### src/rtl/utg_pkg.sv
package utg_pkg;
  localparam int unsigned UTG_FIELD_W  = 8;
  localparam int unsigned UTG_CNT_W    = 32;
  localparam logic [15:0] UTG_CFG_DFLT = 16'h000B;

  typedef enum logic [1:0] {
    STEP_ACCUM    = 2'd0,
    STEP_FIRE     = 2'd1,
    STEP_SATURATE = 2'd2
  } step_kind_e;
endpackage

### src/rtl/utg_cfg_reg.sv
module utg_cfg_reg #(
  parameter int unsigned FIELD_W = utg_pkg::UTG_FIELD_W,
  parameter logic [2*FIELD_W-1:0] RST_CFG = (2*FIELD_W)'(utg_pkg::UTG_CFG_DFLT),
  localparam int unsigned CFG_W = 2 * FIELD_W,
  localparam int unsigned AW = FIELD_W + 1
) (
  input  logic             clk,
  input  logic             rst_n,
  input  logic             wr_en,
  input  logic [CFG_W-1:0] wr_data,
  output logic [CFG_W-1:0] cfg_o,
  output logic [AW-1:0]    num_o,
  output logic [AW-1:0]    den_o
);
  logic [CFG_W-1:0] cfg_q;

  always_ff @(posedge clk) begin
    if (!rst_n)     cfg_q <= RST_CFG;
    else if (wr_en) cfg_q <= wr_data;
  end

  // each field stores its term minus one
  function automatic logic [AW-1:0] field_term(input logic [FIELD_W-1:0] f);
    return {1'b0, f} + AW'(1);
  endfunction

  assign num_o = field_term(cfg_q[CFG_W-1:FIELD_W]);
  assign den_o = field_term(cfg_q[FIELD_W-1:0]);
  assign cfg_o = cfg_q;
endmodule

### src/rtl/utg_frac_accum.sv
module utg_frac_accum #(
  parameter int unsigned FIELD_W = utg_pkg::UTG_FIELD_W,
  localparam int unsigned AW = FIELD_W + 1,
  localparam int unsigned SW = FIELD_W + 2
) (
  input  logic          clk,
  input  logic          rst_n,
  input  logic          clear_i,
  input  logic [AW-1:0] num_i,
  input  logic [AW-1:0] den_i,
  output logic          fire_o,
  output logic          tick_o,
  output logic [AW-1:0] acc_o
);
  import utg_pkg::*;

  logic [AW-1:0] acc_q;
  logic          tick_q;
  logic [SW-1:0] sum;
  step_kind_e    kind;

  function automatic step_kind_e classify(input logic [SW-1:0] s,
                                          input logic [AW-1:0] n,
                                          input logic [AW-1:0] d);
    if (n >= d)             return STEP_SATURATE;
    if (s >= {1'b0, d})     return STEP_FIRE;
    return STEP_ACCUM;
  endfunction

  function automatic logic [AW-1:0] settle(input step_kind_e k,
                                           input logic [SW-1:0] s,
                                           input logic [AW-1:0] d);
    logic [SW-1:0] diff;
    diff = s - {1'b0, d};
    case (k)
      STEP_ACCUM: return s[AW-1:0];
      STEP_FIRE:  return diff[AW-1:0];
      default:    return '0;
    endcase
  endfunction

  assign sum    = {1'b0, acc_q} + {1'b0, num_i};
  assign kind   = classify(sum, num_i, den_i);
  assign fire_o = (kind != STEP_ACCUM);

  always_ff @(posedge clk) begin
    if (!rst_n) begin
      acc_q  <= '0;
      tick_q <= 1'b0;
    end else if (clear_i) begin
      acc_q  <= '0;
      tick_q <= 1'b0;
    end else begin
      acc_q  <= settle(kind, sum, den_i);
      tick_q <= fire_o;
    end
  end

  assign tick_o = tick_q;
  assign acc_o  = acc_q;
endmodule

### src/rtl/utg_usec_counter.sv
module utg_usec_counter #(
  parameter int unsigned CNT_W = utg_pkg::UTG_CNT_W
) (
  input  logic             clk,
  input  logic             rst_n,
  input  logic             inc_i,
  output logic [CNT_W-1:0] count_o
);
  logic [CNT_W-1:0] count_q;

  always_ff @(posedge clk) begin
    if (!rst_n)     count_q <= '0;
    else if (inc_i) count_q <= count_q + CNT_W'(1);
  end

  assign count_o = count_q;
endmodule

### src/rtl/usec_tick_gen.sv
module usec_tick_gen #(
  parameter int unsigned FIELD_W = utg_pkg::UTG_FIELD_W,
  parameter int unsigned CNT_W   = utg_pkg::UTG_CNT_W,
  localparam int unsigned CFG_W  = 2 * FIELD_W,
  localparam int unsigned AW     = FIELD_W + 1
) (
  input  logic             clk,
  input  logic             rst_n,
  input  logic             cfg_wr_en,
  input  logic [CFG_W-1:0] cfg_wr_data,
  output logic [CFG_W-1:0] cfg_rd_data,
  output logic             usec_tick,
  output logic [CNT_W-1:0] usec_count
);
  logic [AW-1:0] num_val;
  logic [AW-1:0] den_val;
  logic [AW-1:0] acc_level;
  logic          step_fire;
  logic          count_inc;

  utg_cfg_reg #(.FIELD_W(FIELD_W)) cfg_i (
    .clk     (clk),
    .rst_n   (rst_n),
    .wr_en   (cfg_wr_en),
    .wr_data (cfg_wr_data),
    .cfg_o   (cfg_rd_data),
    .num_o   (num_val),
    .den_o   (den_val)
  );

  utg_frac_accum #(.FIELD_W(FIELD_W)) acc_i (
    .clk     (clk),
    .rst_n   (rst_n),
    .clear_i (cfg_wr_en),
    .num_i   (num_val),
    .den_i   (den_val),
    .fire_o  (step_fire),
    .tick_o  (usec_tick),
    .acc_o   (acc_level)
  );

  // a write cycle discards its pending tick
  assign count_inc = step_fire & ~cfg_wr_en;

  utg_usec_counter #(.CNT_W(CNT_W)) cnt_i (
    .clk     (clk),
    .rst_n   (rst_n),
    .inc_i   (count_inc),
    .count_o (usec_count)
  );
endmodule

### config.mk
export PLATFORM = sky130hd
export DESIGN_NAME = usec_tick_gen
export DESIGN_NICKNAME = d
export VERILOG_FILES = /design/src/rtl/utg_pkg.sv /design/src/rtl/utg_cfg_reg.sv /design/src/rtl/utg_frac_accum.sv /design/src/rtl/utg_usec_counter.sv /design/src/rtl/usec_tick_gen.sv
export SDC_FILE = /design/constraint.sdc
export NUM_CORES = 1
export LEC_CHECK = 0
export BUFFER_PORTS_ARGS = -buffer_cell sky130_fd_sc_hd__buf_4
export CORE_AREA = 2 2 97 99
export DETAILED_ROUTE_END_ITERATION = 16
export DIE_AREA = 0 0 99 101
export SYNTH_ARGS = -nofsm -noshare
export SYNTH_HDL_FRONTEND = slang
export SYNTH_HIERARCHICAL = 1
export SYNTH_SLANG_ARGS = --single-unit
### constraint.sdc
create_clock -name clk -period 6.05 [get_ports clk]
set_clock_uncertainty 0.1 [all_clocks]
set_input_delay 1.21 -clock clk [delete_from_list [all_inputs] [get_ports clk]]
set_output_delay 1.21 -clock clk [all_outputs]
set_load 0.005 [all_outputs]
==> impl_metrics.toml <==
[worst_setup_path]
startpoint_type = "flop"
crit_required_ns = 6.22
cp_common_cell = "nand3_1"
worst_ep_arrival_time_ns = 5.73
max_stage_delay_ns = 0.55
cp_slowest_cell = "or4_1"
crit_chain = "ha_1 -> nand3_1 -> xnor2_1 -> ha_1 -> nand3_1 -> nand3_1 -> o41ai_1 -> xnor2_1 -> ha_1 -> nand3_1 -> nor3_1 -> a2111oi_2 -> o21ai_2 -> or2_1 -> nand2b_1 -> nor2b_4 -> and4_1 -> nand4_1 -> or4_1 -> a21oi_1"
cp_max_fo = 12
crit_buf_inv = 0
critical_path_class = "reg -> reg"
endpoint_kind = "flop"
cp_top_family = "simple AND/OR/NAND/NOR gates"

[grt]
track_usage = 0.189
grt_pass1_vias = 3226
antenna_found_initial = 0
grt_overflow_total = 0
grt_pass1_wl_um = 15400
grt_start_max_net_pins = 41

[cells_and_area]
n_fill_cell = 887
nets = 537
final_util = 0.508
fin_area_um2 = 4560
antenna_cells = 0
drive_gt1_frac = 0.212
syn2layout_area_growth_pct = 20.9

[synthesis]
yosysWarnings = 6
synth_top_area_share = 0.308
ys_types = 57
synth_compound_area_frac = 0.141
synth-simple-area-share = 0.242
synthArstFlopShare = 0
synthCells = 424
synth_mux_area_frac = 0.0664
synth_fp_nets = 475
synth.area.top_cells = "dfxtp_1 (31%), ha_1 (10%), mux2i_1 (6.6%), xnor2_1 (4.6%), xor2_1 (3.7%)"
synth_fa_ha_area_frac = 0.110
ys.flop_type = "dfxtp_1"
synth.most_common_cell = "dfxtp_1"
syn_area_um2 = 3770
synth_top_family_by_area = "simple AND/OR/NAND/NOR gates"
avgSynthCellArea_um2 = 8.89
synth.top_cells.by_count = "dfxtp_1 (58), nor2_1 (37), ha_1 (30), nand2_1 (30), mux2i_1 (25)"
synth_edf_count = 0
ys_seq_area_frac = 0.308
yosys.area.top_type = "dfxtp_1"
ys_seq_elements = 58
synth_xor_area_frac = 0.0837

[placed_design]
gp_congestion = 0.864
placed_cell_area_um2 = 4310
hpwl_um = 6900
portBuffers = 67
pre_cts_ws_ns = 0.521

[timing]
worstMarginPinSlew_ns = 0.669
slew_violations = 0
tns_ns = 0
min_period_over_period = 0.918
rsz0062_at_grt = "no"
clock.fmax_ghz = 0.180
fin_ws_ns = 0.496
hold_viol = 0
timing.slew.headroom = 0.553
whs_ns = 0.376
setup_viol = 0
fin_crit_ns = 5.55

[floorplanning]
ios = 68
coreArea_um2 = 8980
die_w_um = 99
die-area_um2 = 10000
die_h_um = 101
placementRows = 35
start_util = 0.420

[detailed_routing]
wl_um = 9050
drtIter0Drc = 97
final_antenna_net_count = 0
dr.pass1.iters = 4
route.detailed.drc = 0
via_count = 3262
wl_per_cell_um = 15.0
viasPerCell = 5.42

[power]
leakagePower_uw = 0.00195
p_per_area_nw_per_um2 = 307
ir_worst_vdd_uv = 133

[run_status]
status = "finished, final reports clean"

[clock_network]
cts_buffers = 9
tritoncts = "yes"
hold_buffers = 0
cts-root-buf = "clkbuf_8"
clock_latency_ns = 0.34
cts_resized = 0
post-cts-setup-buffers = 0
clk_pin_slew_worst_paths_ns = 0.08
cts_max_level = 3
clock_path_buffers = 2
cts.sinks = 58

[flow_run]
max_cap_viol_count = 0

[worst_hold_path]
min_path_type = "reg -> reg"
-- through the flow --
step	cells	power, uW
floorplan	424	849
global placement	586	942
detailed placement	586	950
CTS	602	1410
global route	602	1480
finish	602	1400
-- registers in the layout, summed over array words and instances (netlist names) --
signal,count
cfg_i/cfg_o,16
cnt_i/count_o,32
acc_i/acc_o,9
acc_i/tick_o,1
-- power breakdown --
group / leakage (uW) / total (uW) / internal [uW] / switching, uW
Clock: 0.000119 / 452 / 285 / 167
Combinational: 0.00136 / 513 / 235 / 277
Sequential: 0.000472 / 433 / 409 / 23.7
Total: 0.00195 / 1400 / 930 / 468
-- cell usage in the layout (no fill, tap or decap), drive strengths merged, types with 9 or more instances in the layout --
cell type / Yosys / final
buf: 7 / 67
dfxtp: 58 / 58
nor2: 37 / 37
nand2: 31 / 31
ha: 30 / 30
mux2i: 25 / 25
inv: 21 / 21
xnor2: 20 / 20
nand3: 18 / 18
nor2b: 18 / 18
a21oi: 17 / 17
xor2: 16 / 16
nand4: 16 / 16
nand2b: 13 / 13
o21ai: 11 / 11
clkbuf: 9 / 10
o41ai: 9 / 9
-- layout make-up --
cell class | count | area [um^2] | share of cell area
flip-flops and latches | 58 | 1160 | 0.255
well taps | 111 | 139 | 0.0305
clock inverters | 6 | 114 | 0.0250
inverters | 21 | 78.8 | 0.0173
clock buffers | 10 | 138 | 0.0302
multi-input cells | 329 | 2420 | 0.532
repair buffers | 67 | 503 | 0.110
-- worst paths after layout --
kind	cells past startpoint	slack (ns)	endpoint	start
worst max-delay path	20	0.50	cnt_i/count_o[22]	cfg_i/cfg_o[8]
worst min-delay path	2	0.38	cnt_i/count_o[31]	cnt_i/count_o[31]
worst max register to register	20	0.50	cnt_i/count_o[22]	cfg_i/cfg_o[8]
worst min register to register	2	0.38	cnt_i/count_o[31]	cnt_i/count_o[31]
-- cell families after synthesis --
group / count (synthesis)
AO/OA/AOI/OAI: 68
XOR/XNOR: 36
adder cells (fa/ha/maj): 32
buffers and inverters: 37
flip-flops: 58
multiplexers: 25
AND/OR/NAND/NOR: 168
-- layer usage --
metal  vias to the layer above  global-route usage  part of all wire
met3                        11              0.0388             0.046
met5                         -                   0                 0
met2                        77               0.335              0.49
li1                       1648                   -                 -
met1                      1526               0.227              0.45
met4                         0              0.0653             0.016
-- worst register-to-register path: stages (launching register included) --
cell and delay (ns):
dfxtp_1 0.42, ha_1 0.23, nand3_1 0.10, xnor2_1 0.29
ha_1 0.36, nand3_1 0.12, nand3_1 0.10, o41ai_1 0.35
xnor2_1 0.16, ha_1 0.34, nand3_1 0.08, nor3_1 0.21
a2111oi_2 0.07, o21ai_2 0.10, or2_1 0.47, nand2b_1 0.20
nor2b_4 0.23, and4_1 0.40, nand4_1 0.45, or4_1 0.55
a21oi_1 0.14
No activity file was read; power rests on OpenSTA's default activity.
